<file path="src/rtl/rpg_pkg.sv">
package rpg_pkg;

    typedef enum logic [2:0] {
        ST_RUN     = 3'd0,
        ST_GATE    = 3'd1,
        ST_RETAIN  = 3'd2,
        ST_CUT     = 3'd3,
        ST_ASLEEP  = 3'd4,
        ST_RESTORE = 3'd5,
        ST_RELEASE = 3'd6,
        ST_UNGATE  = 3'd7
    } rpg_state_e;

    typedef enum logic [1:0] {
        MODE_RUN    = 2'd0,
        MODE_DOWN   = 2'd1,
        MODE_ASLEEP = 2'd2,
        MODE_UP     = 2'd3
    } rpg_mode_e;

    typedef struct packed {
        rpg_state_e st;
        logic       wake_pend;
        logic       pg_err;
        logic       done;
    } rpg_regs_t;

endpackage

</file>
<file path="src/rtl/rpg_step_timer.sv">
module rpg_step_timer #(
    parameter int LIMIT = 2
) (
    input  logic clk_i,
    input  logic rst_ni,
    input  logic restart_i,
    output logic expired_o
);
    localparam int W = (LIMIT > 1) ? $clog2(LIMIT) : 1;
    localparam logic [W-1:0] LAST = W'(LIMIT - 1);

    logic [W-1:0] cnt_d, cnt_q;

    assign expired_o = (cnt_q == LAST);

    always_comb begin
        if (restart_i) begin
            cnt_d = '0;
        end else if (expired_o) begin
            cnt_d = cnt_q;
        end else begin
            cnt_d = cnt_q + W'(1);
        end
    end

    always_ff @(posedge clk_i or negedge rst_ni) begin
        if (!rst_ni) begin
            cnt_q <= '0;
        end else begin
            cnt_q <= cnt_d;
        end
    end

endmodule

</file>
<file path="src/rtl/rpg_ctrl_decode.sv">
module rpg_ctrl_decode
    import rpg_pkg::*;
(
    input  rpg_state_e state_i,
    output logic       clk_en_o,
    output logic       ret_en_o,
    output logic       sw_en_o,
    output logic       busy_o,
    output rpg_mode_e  mode_o
);
    always_comb begin
        clk_en_o = (state_i == ST_RUN) || (state_i == ST_UNGATE);
        ret_en_o = (state_i == ST_RETAIN) || (state_i == ST_CUT) ||
                   (state_i == ST_ASLEEP) || (state_i == ST_RESTORE);
        sw_en_o  = !((state_i == ST_CUT) || (state_i == ST_ASLEEP));
        unique case (state_i)
            ST_RUN:                         mode_o = MODE_RUN;
            ST_GATE, ST_RETAIN, ST_CUT:     mode_o = MODE_DOWN;
            ST_ASLEEP:                      mode_o = MODE_ASLEEP;
            default:                        mode_o = MODE_UP;
        endcase
        busy_o = (mode_o == MODE_DOWN) || (mode_o == MODE_UP);
    end

endmodule

</file>
<file path="src/rtl/rpg_seq.sv">
module rpg_seq
    import rpg_pkg::*;
#(
    parameter int SETTLE_CYC = 2,
    parameter int PG_TIMEOUT = 16
) (
    input  logic       clk_i,
    input  logic       rst_ni,
    input  logic       sleep_req_i,
    input  logic       wake_req_i,
    input  logic       pwr_good_i,
    output logic       clk_en_o,
    output logic       ret_en_o,
    output logic       pwr_sw_en_o,
    output logic       busy_o,
    output logic       done_o,
    output logic [1:0] mode_o,
    output logic       pg_err_o
);
    localparam rpg_regs_t REGS_RST = '{st: ST_RUN, wake_pend: 1'b0, pg_err: 1'b0, done: 1'b0};

    rpg_regs_t r_d, r_q;
    logic      step_change;
    logic      settle_exp;
    logic      tmo_exp;
    rpg_mode_e mode_w;

    assign step_change = (r_d.st != r_q.st);

    rpg_step_timer #(.LIMIT(SETTLE_CYC)) u_settle (
        .clk_i    (clk_i),
        .rst_ni   (rst_ni),
        .restart_i(step_change),
        .expired_o(settle_exp)
    );

    rpg_step_timer #(.LIMIT(PG_TIMEOUT)) u_pg_window (
        .clk_i    (clk_i),
        .rst_ni   (rst_ni),
        .restart_i(step_change),
        .expired_o(tmo_exp)
    );

    always_comb begin
        r_d      = r_q;
        r_d.done = 1'b0;
        unique case (r_q.st)
            ST_RUN: begin
                if (sleep_req_i) begin
                    r_d.st     = ST_GATE;
                    r_d.pg_err = 1'b0;
                end
            end
            ST_GATE: begin
                if (wake_req_i) r_d.wake_pend = 1'b1;
                if (settle_exp) r_d.st = ST_RETAIN;
            end
            ST_RETAIN: begin
                if (wake_req_i) r_d.wake_pend = 1'b1;
                if (settle_exp) r_d.st = ST_CUT;
            end
            ST_CUT: begin
                if (wake_req_i) r_d.wake_pend = 1'b1;
                if (settle_exp) begin
                    r_d.st   = ST_ASLEEP;
                    r_d.done = 1'b1;
                end
            end
            ST_ASLEEP: begin
                if (wake_req_i || r_q.wake_pend) begin
                    r_d.st        = ST_RESTORE;
                    r_d.wake_pend = 1'b0;
                    r_d.pg_err    = 1'b0;
                end
            end
            ST_RESTORE: begin
                if (settle_exp && pwr_good_i) begin
                    r_d.st = ST_RELEASE;
                end else if (tmo_exp) begin
                    r_d.st     = ST_ASLEEP;
                    r_d.pg_err = 1'b1;
                end
            end
            ST_RELEASE: begin
                if (settle_exp) r_d.st = ST_UNGATE;
            end
            default: begin
                if (settle_exp) begin
                    r_d.st   = ST_RUN;
                    r_d.done = 1'b1;
                end
            end
        endcase
    end

    always_ff @(posedge clk_i or negedge rst_ni) begin
        if (!rst_ni) begin
            r_q <= REGS_RST;
        end else begin
            r_q <= r_d;
        end
    end

    rpg_ctrl_decode u_decode (
        .state_i (r_q.st),
        .clk_en_o(clk_en_o),
        .ret_en_o(ret_en_o),
        .sw_en_o (pwr_sw_en_o),
        .busy_o  (busy_o),
        .mode_o  (mode_w)
    );

    assign mode_o   = mode_w;
    assign done_o   = r_q.done;
    assign pg_err_o = r_q.pg_err;

    AST_NO_CLK_IN_RET: assert property (@(posedge clk_i) disable iff (!rst_ni)
        ret_en_o |-> !clk_en_o);

    AST_SUPPLY_OFF_SAFE: assert property (@(posedge clk_i) disable iff (!rst_ni)
        !pwr_sw_en_o |-> (ret_en_o && !clk_en_o));

    AST_ONE_CTRL_STEP: assert property (@(posedge clk_i) disable iff (!rst_ni)
        $countones({clk_en_o != $past(clk_en_o), ret_en_o != $past(ret_en_o),
                    pwr_sw_en_o != $past(pwr_sw_en_o)}) <= 1);

    AST_RELEASE_AFTER_PGOOD: assert property (@(posedge clk_i) disable iff (!rst_ni)
        ($fell(ret_en_o) && $past(mode_o) == 2'd3) |-> ($past(pwr_good_i) && pwr_sw_en_o));

    AST_ERR_LEAVES_ASLEEP: assert property (@(posedge clk_i) disable iff (!rst_ni)
        $rose(pg_err_o) |-> (mode_o == 2'd2 && ret_en_o && !pwr_sw_en_o && !done_o));

    AST_DONE_PULSE: assert property (@(posedge clk_i) disable iff (!rst_ni)
        done_o |=> !done_o);

    AST_DONE_IDLE: assert property (@(posedge clk_i) disable iff (!rst_ni)
        done_o |-> !busy_o);

endmodule

</file>
<file path="config.mk">
export PLATFORM = sky130hd
export DESIGN_NAME = rpg_seq
export DESIGN_NICKNAME = d
export VERILOG_FILES = /design/src/rtl/rpg_pkg.sv /design/src/rtl/rpg_step_timer.sv /design/src/rtl/rpg_ctrl_decode.sv /design/src/rtl/rpg_seq.sv
export SDC_FILE = /design/constraint.sdc
export NUM_CORES = 1
export LEC_CHECK = 0
export CAP_MARGIN = 10
export CELL_PAD_IN_SITES_DETAIL_PLACEMENT = 0
export CELL_PAD_IN_SITES_GLOBAL_PLACEMENT = 1
export CORE_MARGIN = 5
export CORE_UTILIZATION = 41
export DETAILED_ROUTE_END_ITERATION = 6
export PLACE_DENSITY = 0.9
export SETUP_SLACK_MARGIN = 0.3
export SLEW_MARGIN = 20
export SYNTH_ARGS = -nofsm -noshare
export SYNTH_HDL_FRONTEND = slang
export SYNTH_SLANG_ARGS = --single-unit
</file>
<file path="constraint.sdc">
create_clock -name clk_i -period 2.3 [get_ports clk_i]
set_input_delay 0.345 -clock clk_i [delete_from_list [all_inputs] [get_ports clk_i]]
set_output_delay 0.345 -clock clk_i [all_outputs]
set_load 0.01 [all_outputs]
</file>
# Word level (Yosys, flattened, before mapping)

Index checks and enable logic that the tools add are counted.

Output and inout port bits: 8
Input bits: 5
Bits in registers: 11

Equality and inequality tests: 17
Reductions and logical operators: 16
Multiplexer cells: 23
Add/subtract/negate cells: 2

Operators by type and width:

| operator                                              | number |
|---|---|
| two-way mux 3 bit                                     | 8 |
| one-hot mux 3 bit (7 select lines)                    | 1 |
| == test 3 bit, second input constant                  | 4 |
| inequality test 2 bit, second input constant          | 5 |
| two-way mux 1 bit                                     | 8 |
| two-way mux 4 bit                                     | 2 |
| logical OR 1 bit                                      | 7 |
| == test 3 x 2 -> 1 bit, second input constant         | 2 |
| one-hot mux 2 bit (3 select lines)                    | 1 |
| OR reduction 6 bit                                    | 1 |
| two-way mux 5 bit                                     | 1 |
| AND reduction 5 bit                                   | 1 |
| adder 4 x 1 -> 4 bit, second input constant           | 1 |
| == test 4 bit, second input constant                  | 1 |
| == test 3 x 1 -> 1 bit, second input constant         | 1 |
| logical NOT 3 bit                                     | 1 |
| inequality test 3 bit                                 | 1 |
| one-hot mux 1 bit (3 select lines)                    | 1 |
| AND reduction 3 bit                                   | 1 |
| nonzero test 3 bit                                    | 1 |
| OR reduction 3 bit                                    | 1 |
| == test 2 x 1 -> 1 bit, second input constant         | 1 |
| == test 2 bit, second input constant                  | 1 |
| inequality test 2 x 1 -> 1 bit, second input constant | 1 |
| 5 further kinds                                       | 5 |

# Logic depth before layout (Yosys ltp)

Gate-level depths: netlist of the first run.

Depth in word-level cells: 6
Mapped depth: 6

# Hierarchy

From an unflattened synthesis of the first run, not the netlist that was laid out.

Cell total of the unflattened synthesis: 62
Area, all modules: 641.9 um^2

By module, submodules not included:

| module                       | instances | cells an instance | seq. area each (um^2) | area each (um^2) |
|---|---|---|---|---|
| rpg_seq                      | 1         | 33                | 150.1                 | 339.1 |
| rpg_step_timer (u_pg_window) | 1         | 19                | 100.1                 | 216.5 |
| rpg_ctrl_decode              | 1         | 8                 | 0.0                   | 57.6 |
| rpg_step_timer (u_settle)    | 1         | 2                 | 25.0                  | 28.8 |

# Least setup slack after synthesis of the first run

No wires, ideal clock.

Kind: reg-to-output
Start point: register r_q[3] in the netlist's numbering
End point: output clk_en_o
Data required time: 1.955 ns
Stages on the path, launching flop included: 4
Arrival: 1.085 ns
Setup slack: 0.870 ns
Cells stage by stage: dfrtp_1 > clkbuf_8 > or3_2 > nand2_1

Cells in the longest elaborated chain, start to end: 2

RTL lines:

| what                                                      | RTL line              | source |
|---|---|---|
| start, declared                                           | rpg_seq.sv:22         | `rpg_regs_t r_d, r_q;` |
| start signal, assigned                                    | rpg_seq.sv:100        | `r_q <= r_d;` |
| == test 3 bit / logical NOT 3 bit (equally long branches) | rpg_ctrl_decode.sv:12 | `clk_en_o = (state_i == ST_RUN) \|\| (state_i == ST_UNGATE);` |
| logical OR 1 bit *                                        | rpg_ctrl_decode.sv:12 |  |
| end, declared                                             | rpg_seq.sv:12         | `output logic clk_en_o,` |

Mark *: on every way between the ends. The rest lies on a longest branch, timed or not.

# Final worst setup path of the first run

Start point: register r_q[4] in the netlist's numbering
End point: output clk_en_o

Same word-level chain as after synthesis.

==> run_summary.xml, run 1 <==
<?xml version="1.0" encoding="UTF-8"?>
<metrics>
  <group name="timing">
    <metric name="clock-skew-final" unit="ns">0.001587</metric>
    <metric name="fmaxAchievable" unit="MHz">550.5</metric>
    <metric name="finalHoldWorstSlack" unit="ns">0.4217</metric>
    <metric name="finalSetupViolCount" unit="">0</metric>
    <metric name="relSlewSlack" unit="%">63.95</metric>
    <metric name="report.final.hold_viol_count" unit="">0</metric>
    <metric name="layout_min_cycle_time" unit="ns">1.816</metric>
    <metric name="tightest_slew" unit="ns">0.5391</metric>
    <metric name="report.final.slew_viol_count" unit="">0</metric>
    <metric name="timing.setup.tns" unit="ns">0</metric>
    <metric name="fin_crit_share" unit="%">78.98</metric>
    <metric name="rsz0062_at_grt" unit="">no</metric>
  </group>
  <group name="clock_tree">
    <metric name="clock_latency" unit="ns">0.27</metric>
    <metric name="clock_sink_count" unit="">11</metric>
    <metric name="number_of_h_tree_levels" unit="">1</metric>
    <metric name="cts_hold_repair.buffers" unit="">0</metric>
    <metric name="cts.reportedPaths.clkPinSlew" unit="ns">0.08</metric>
    <metric name="number_of_buffers_inserted_during_clock_tree_synthesis" unit="">3</metric>
    <metric name="root_buffer" unit="">clkbuf_4</metric>
    <metric name="cts_max_path_buffers" unit="">2</metric>
    <metric name="cts_tree" unit="">built</metric>
  </group>
  <group name="pwr">
    <metric name="power_density_cells" unit="nW/um2">1349</metric>
    <metric name="p_leak" unit="nW">0.4000</metric>
    <metric name="max-vdd-ir-drop" unit="uV">653.4</metric>
  </group>
  <group name="placement">
    <metric name="portBuffers" unit="">12</metric>
    <metric name="post-dp-hpwl" unit="um">936.7</metric>
    <metric name="finalWeightedCongestion" unit="">0.9046</metric>
  </group>
  <group name="yosys">
    <metric name="netlist-cell-type-count" unit="">34</metric>
    <metric name="top_reg_cell_synth" unit="">dfrtp_1</metric>
    <metric name="netlist_top_cells_count" unit="">dfrtp_1 (11), nor2_1 (6), nand2_1 (5), nand3_1 (4)</metric>
    <metric name="postSynthCellCount" unit="">67</metric>
    <metric name="synth_top_cell_by_area" unit="">dfrtp_1</metric>
    <metric name="synthesized_netlist_net_count" unit="">74</metric>
    <metric name="yosysMostFrequentCell" unit="">dfrtp_1</metric>
    <metric name="synthesis.yosys.warnings" unit="">0</metric>
    <metric name="synth_adder_area_share" unit="%">3.610</metric>
    <metric name="synth_compound_area_share" unit="%">17.51</metric>
    <metric name="yosys_register_bits" unit="">11</metric>
    <metric name="synth.cell_area" unit="um2">693.2</metric>
    <metric name="synth-edff-count" unit="">0</metric>
    <metric name="synth_async_sr_flop_share" unit="%">100.0</metric>
    <metric name="synth_largest_type_area_fraction" unit="%">39.71</metric>
    <metric name="synth_top_family_by_area" unit="">simple AND/OR/NAND/NOR gates</metric>
    <metric name="post_synth_xor_area_fraction" unit="%">2.527</metric>
    <metric name="netlist_top_cells_area" unit="">dfrtp_1 (40%), a32oi_4 (4.0%), ha_1 (3.6%)</metric>
    <metric name="yosys-mux-area-fraction" unit="%">4.513</metric>
    <metric name="avgSynthCellArea" unit="um2">10.35</metric>
    <metric name="synth_simple_gate_area_share" unit="%">22.92</metric>
    <metric name="synth_sequential_area_ratio" unit="%">39.71</metric>
  </group>
  <group name="worst_setup_path">
    <metric name="critical_path_cell_by_cell" unit="">or3_2 -&gt; nand2_1 -&gt; dlygate4sd2_1</metric>
    <metric name="crit_path_end_kind" unit="">output pin</metric>
    <metric name="reg2reg_from" unit="">r_q[5]</metric>
    <metric name="flop_to_flop_setup_slack" unit="ns">0.71</metric>
    <metric name="crit_slowest_cell" unit="">or3_2</metric>
    <metric name="worstPathMaxFanout" unit="">4</metric>
    <metric name="worstReg2RegEnd" unit="">r_q[3]</metric>
    <metric name="critPathLaunchType" unit="">register</metric>
    <metric name="required" unit="ns">1.96</metric>
    <metric name="worstPathArrival" unit="ns">1.47</metric>
    <metric name="critical_path.endpoint" unit="">clk_en_o</metric>
    <metric name="cp_slowest_stage_delay" unit="ns">0.44</metric>
    <metric name="worstSetupStartpoint" unit="">r_q[4]</metric>
    <metric name="worstPathBufferInverterCount" unit="">1</metric>
    <metric name="worst-r2r-cell-count" unit="">6</metric>
    <metric name="path_class" unit="">register to output pin</metric>
    <metric name="critical-path-top-delay-family" unit="">simple AND/OR/NAND/NOR gates</metric>
    <metric name="timing.critical_path.depth" unit="">3</metric>
  </group>
  <group name="route">
    <metric name="routed_wire_length_per_instance" unit="um">13.27</metric>
    <metric name="remaining_antenna_violation_count_after_routing" unit="">0</metric>
    <metric name="firstDrtPassIters" unit="">4</metric>
    <metric name="routed_via_density" unit="">5.283</metric>
    <metric name="totalWireLength" unit="um">1314</metric>
    <metric name="detail_route.iter0.violations" unit="">11</metric>
    <metric name="drt_drc_violations_left" unit="">0</metric>
    <metric name="vias" unit="">523</metric>
  </group>
  <group name="global_route">
    <metric name="first_global_vias" unit="">474</metric>
    <metric name="grt_remaining_overflow" unit="">0</metric>
    <metric name="grt_max_degree" unit="">12</metric>
    <metric name="number_of_antenna_violations_at_the_first_check_in_global_routing" unit="">0</metric>
    <metric name="first_pass_grt_wire_length" unit="um">2221</metric>
    <metric name="groute.usage.overall" unit="%">11.55</metric>
  </group>
  <group name="flow_run">
    <metric name="max_cap_viol_count" unit="">0</metric>
  </group>
  <group name="floorplanning">
    <metric name="floorplan.io_pins" unit="">13</metric>
    <metric name="floorplan.rows" unit="">14</metric>
    <metric name="floorplan.die.height" unit="um">51.12</metric>
    <metric name="start_util" unit="%">44.46</metric>
    <metric name="placeableCoreArea" unit="um2">1559</metric>
    <metric name="floorplan.die.width" unit="um">51.12</metric>
    <metric name="die-area" unit="um2">2613</metric>
  </group>
  <group name="run_status">
    <metric name="result_of_the_run" unit="">finished, final reports clean</metric>
  </group>
  <group name="layout">
    <metric name="num_antenna_cells" unit="">0</metric>
    <metric name="area_growth_syn_to_layout" unit="%">22.56</metric>
    <metric name="final_layout_size_suffix_gt1_share" unit="%">22.89</metric>
    <metric name="nNetsFinal" unit="">91</metric>
  </group>
  <group name="worst_hold_path">
    <metric name="hp-class" unit="">input pin to async pin</metric>
  </group>
</metrics>
## per-stage QoR
| step | cell area, um2 | utilization [%] | total power, mW | std cells | setup slack, ns |
|---|---|---|---|---|---|
| after CTS | 844.6 | 54.17 | 1.161 | 99 | 0.3125 |
| after detailed placement | 788.3 | 50.56 | 0.9966 | 91 | 0.3929 |
| final | 849.6 | 54.49 | 1.146 | 99 | 0.4835 |
| after global routing | 849.6 | 54.49 | 1.242 | 99 | 0.4143 |
| after floorplan | 693.2 | - | 0.8319 | 67 | 0.8704 |
| after global placement | 788.3 | 50.56 | 0.9925 | 91 | 0.3858 |
## power breakdown
part	total, mW	internal (mW)	switching (mW)
Clock	0.134	0.0644	0.0701
Combinational	0.675	0.332	0.343
Sequential	0.337	0.269	0.0673
## what timing repair did
item,4_1_cts,5_1_grt
setup buffers,4,0
endpoints found under the setup margin,3,2
gates resized for setup,5,2
hold endpoints to repair,0,0
## how the worst min path moves through the flow
stage | startpoint | end | slack, ns | cells past startpoint
3_3_place_gp | r_q[2] | r_q[2] | 0.49 | 1
3_5_place_dp | r_q[2] | r_q[2] | 0.50 | 1
2_1_floorplan | rst_ni | done_o | 0.05 | 0
5_1_grt | rst_ni | pg_err_o | 0.44 | 1
6_report | rst_ni | pg_err_o | 0.42 | 1
4_1_cts | rst_ni | done_o | 0.43 | 1
## layout by cell type, fill, tap and decap left out, types with 3 or more instances in the layout
cell type | Yosys | final
dfrtp_1 | 11 | 9
clkdlybuf4s50_1 | 0 | 7
nor2_1 | 6 | 6
nand2_1 | 5 | 5
buf_4 | 1 | 5
nand3_1 | 4 | 4
inv_1 | 3 | 3
o21ai_0 | 3 | 3
a21oi_1 | 3 | 3
clkbuf_4 | 0 | 3
dlygate4sd2_1 | 0 | 3
## cell type report
class / count / area, um2
inverters: 3 / 11.26
repair buffers: 17 / 158.9
flip-flops and latches: 11 / 277.8
multi-input cells: 48 / 354.1
clock inverters: 1 / 5.005
clock buffers: 3 / 22.52
fillers: 143 / 709.4
well taps: 16 / 20.02
## worst reg2reg max path, cell delays in order, from the launching register on
cell and delay (ns):
dfrtp_2 0.38, buf_4 0.14, buf_4 0.15, or2b_1 0.27
o221ai_2 0.23, a21boi_0 0.21, o21ai_0 0.10
## per-layer routing
metal,track usage [%],share of wire (%),up-vias
li1,-,-,271
met1,14.95,49,245
met2,17.60,46,7
met3,5.233,4.6,0
met4,2.691,0,0
met5,0,0,-
## sequential cells by signal (all words and copies together), names as in the netlist
register	count
r_q	4
u_pg_window.cnt_q	4
done_o	1
pg_err_o	1
u_settle.expired_o	1
## cells by family (layout without fill, tap and decap cells)
group           count (synthesis)  after routing
mux                             3              3
xor+xnor                        2              2
fa+ha+maj                       2              2
compound gates                 15             15
simple gates                   26             26
buf+inv                         8             24
flops                          11             11
Power figures use the tool's default switching activity.
==> inputs of run 2 (changes only) <==
CORE_UTILIZATION = 38   (was 41)
PLACE_DENSITY = 0.85   (was 0.9)
clock period = 1.9 ns   (was 2.3 ns; I/O delays follow)
==> run 2 against run 1 <==
  * Clock skew grew 0.0042 ns
  * Sequential cell count is the same
  * Design area grew 3.5%
  * Clock power rose by 25%
  * Worst setup slack got worse by 0.13 ns
  * Combinational power grew 32%
  * Register-to-register slack worse by 0.27 ns
  * Die area up 6.3%
  * Total power is 30% higher
  * Clock-buffer cell count did not move
  * Via count is 4.0% higher
  * Critical endpoint unchanged
  * Largest power group unchanged
==> run_summary.xml, run 2 (synthesized netlist as in run 1, its figures left out) <==
<?xml version="1.0" encoding="UTF-8"?>
<metrics>
  <group name="timing">
    <metric name="timing.setup.tns" unit="ns">0</metric>
    <metric name="rsz0062_at_grt" unit="">yes</metric>
    <metric name="report.final.hold_viol_count" unit="">0</metric>
    <metric name="fmaxAchievable" unit="MHz">645.8</metric>
    <metric name="relSlewSlack" unit="%">64.92</metric>
    <metric name="layout_min_cycle_time" unit="ns">1.549</metric>
    <metric name="finalHoldWorstSlack" unit="ns">0.3456</metric>
    <metric name="fin_crit_share" unit="%">81.50</metric>
    <metric name="finalSetupViolCount" unit="">0</metric>
    <metric name="tightest_slew" unit="ns">0.5246</metric>
    <metric name="fin_ws" unit="ns">0.3515</metric>
    <metric name="clock-skew-final" unit="ns">0.005743</metric>
    <metric name="report.final.slew_viol_count" unit="">0</metric>
  </group>
  <group name="floorplanning">
    <metric name="placeableCoreArea" unit="um2">1727</metric>
    <metric name="start_util" unit="%">40.14</metric>
    <metric name="floorplan.io_pins" unit="">13</metric>
    <metric name="floorplan.die.width" unit="um">52.71</metric>
    <metric name="floorplan.die.height" unit="um">52.71</metric>
    <metric name="floorplan.rows" unit="">15</metric>
    <metric name="die-area" unit="um2">2778</metric>
  </group>
  <group name="route">
    <metric name="totalWireLength" unit="um">1473</metric>
    <metric name="drt_drc_violations_left" unit="">0</metric>
    <metric name="detail_route.iter0.violations" unit="">7</metric>
    <metric name="firstDrtPassIters" unit="">4</metric>
    <metric name="routed_wire_length_per_instance" unit="um">13.39</metric>
    <metric name="routed_via_density" unit="">4.945</metric>
    <metric name="remaining_antenna_violation_count_after_routing" unit="">0</metric>
    <metric name="vias" unit="">544</metric>
  </group>
  <group name="global_route">
    <metric name="grt.met1_usage" unit="%">16.32</metric>
    <metric name="first_pass_grt_wire_length" unit="um">2573</metric>
    <metric name="global_route.usage.met3" unit="%">5.128</metric>
    <metric name="grt_max_degree" unit="">12</metric>
    <metric name="number_of_antenna_violations_at_the_first_check_in_global_routing" unit="">0</metric>
    <metric name="first_global_vias" unit="">536</metric>
    <metric name="grt_remaining_overflow" unit="">0</metric>
    <metric name="grt.met2_usage" unit="%">19.42</metric>
    <metric name="grt.busiest_layer" unit="">met2</metric>
    <metric name="groute.usage.overall" unit="%">13.63</metric>
  </group>
  <group name="worst_setup_path">
    <metric name="required" unit="ns">1.62</metric>
    <metric name="critical_path_cell_by_cell" unit="">or3_4 -&gt; nand2_2 -&gt; buf_2</metric>
    <metric name="critical-path-top-delay-family" unit="">simple AND/OR/NAND/NOR gates</metric>
    <metric name="crit_path_end_kind" unit="">output pin</metric>
    <metric name="critPathLaunchType" unit="">register</metric>
    <metric name="worstPathMaxFanout" unit="">4</metric>
    <metric name="crit_slowest_cell" unit="">dfrtp_1</metric>
    <metric name="path_class" unit="">register to output pin</metric>
    <metric name="worstPathArrival" unit="ns">1.26</metric>
    <metric name="worstPathBufferInverterCount" unit="">1</metric>
    <metric name="cp_slowest_stage_delay" unit="ns">0.42</metric>
  </group>
  <group name="placement">
    <metric name="finalWeightedCongestion" unit="">0.7758</metric>
    <metric name="portBuffers" unit="">12</metric>
    <metric name="place_worst_setup_slack" unit="ns">0.1863</metric>
    <metric name="numPlacedInstances" unit="">102</metric>
    <metric name="post-dp-hpwl" unit="um">1047</metric>
  </group>
  <group name="clock_tree">
    <metric name="cts_hold_repair.buffers" unit="">0</metric>
    <metric name="number_of_buffers_inserted_during_clock_tree_synthesis" unit="">3</metric>
    <metric name="clock_latency" unit="ns">0.28</metric>
    <metric name="root_buffer" unit="">clkbuf_4</metric>
    <metric name="cts.reportedPaths.clkPinSlew" unit="ns">0.08</metric>
    <metric name="number_of_h_tree_levels" unit="">1</metric>
    <metric name="clock_sink_count" unit="">11</metric>
    <metric name="cts_max_path_buffers" unit="">2</metric>
    <metric name="cts_tree" unit="">built</metric>
  </group>
  <group name="worst_hold_path">
    <metric name="hp-class" unit="">input pin to async pin</metric>
  </group>
  <group name="layout">
    <metric name="most_frequent_standard_cell_in_the_layout_excluding_fill_and_tap_cells" unit="">dfrtp_1</metric>
    <metric name="final-instance-count-excl-fill" unit="">110</metric>
    <metric name="num_antenna_cells" unit="">0</metric>
    <metric name="area_growth_syn_to_layout" unit="%">26.90</metric>
    <metric name="nNetsFinal" unit="">93</metric>
    <metric name="mostFrequentLayoutCells" unit="">dfrtp_1 (10), nor2_1 (6), clkdlybuf4s50_1 (6)</metric>
    <metric name="finish.utilization" unit="%">50.94</metric>
    <metric name="num-fill-cells" unit="">175</metric>
    <metric name="largest_registers" unit="">r_q (4), u_pg_window.cnt_q (4)</metric>
    <metric name="final_layout_size_suffix_gt1_share" unit="%">34.12</metric>
  </group>
  <group name="flow_run">
    <metric name="max_cap_viol_count" unit="">0</metric>
  </group>
  <group name="pwr">
    <metric name="p_leak" unit="nW">0.3993</metric>
    <metric name="max-vdd-ir-drop" unit="uV">787.3</metric>
    <metric name="power_density_cells" unit="nW/um2">1691</metric>
  </group>
  <group name="run_status">
    <metric name="result_of_the_run" unit="">finished, final reports clean</metric>
  </group>
</metrics>
==> run 2: cell types whose count changed in the layout (fill, tap and decap cells not counted), moves of 2 or more <==
cell,before,now
buf_2,0,5
buf_6,0,3
dlygate4sd2_1,3,1
dlymetal6s2s_1,2,0
==> run 2: area by class of cell <==
class	count	area [um2]	area share (%)
clock inverters	1	5.005	0.5690
clock buffers	3	22.52	2.560
well taps	25	31.28	3.556
repair buffers	19	157.7	17.92
multi-input cells	48	375.4	42.67
flip-flops and latches	11	276.5	31.44
inverters	3	11.26	1.280
==> run 2: metrics by stage <==
step	power (mW)	instance area, um2
CTS	1.496	878.3
global route	1.621	879.6
finish	1.487	879.6
floorplan	1.007	693.2
global placement	1.242	814.5
detailed placement	1.256	814.5
==> run 2: worst paths after layout <==
| check | from | endpoint | slack, ns | cells after the start |
|---|---|---|---|---|
| max | r_q[4] | clk_en_o | 0.35 | 3 |
| min | rst_ni | r_q[4] | 0.35 | 1 |
| max reg2reg | r_q[5] | r_q[3] | 0.44 | 5 |
| min reg2reg | r_q[2] | r_q[2] | 0.53 | 1 |
| max in group asynchronous | rst_ni | r_q[5] | 1.17 | 1 |
| min in group clk_i | r_q[2] | r_q[2] | 0.53 | 1 |
==> run 2: layer usage <==
| layer | share of wire, % | vias up |
|---|---|---|
| met1 | 49 | 258 |
| met3 | 2.8 | 4 |
| met5 | 0 | - |
| met4 | 3.8 | 0 |
| met2 | 44 | 10 |
| li1 | - | 272 |
==> run 2: power breakdown <==
group	switching, mW	total (mW)	internal, mW	leakage [nW]
Clock	0.0900	0.168	0.0782	0.0177
Combinational	0.437	0.890	0.453	0.243
Sequential	0.105	0.429	0.324	0.139
==> run 2: timing repair <==
| item | in CTS | in global routing |
|---|---|---|
| gates resized for setup | 26 | 4 |
| endpoints found under the hold margin | 0 | 0 |
| pin swaps | 0 | 1 |
| buffers inserted | 3 | 1 |
| endpoints found under the setup margin | 6 | 4 |
==> run 2: worst reg2reg max path, cell delays in order (launching register included) <==
cell and delay, ns:
dfrtp_2 0.43, buf_6 0.15, or2b_1 0.26, o221ai_2 0.21
a21boi_0 0.20, o21ai_0 0.10
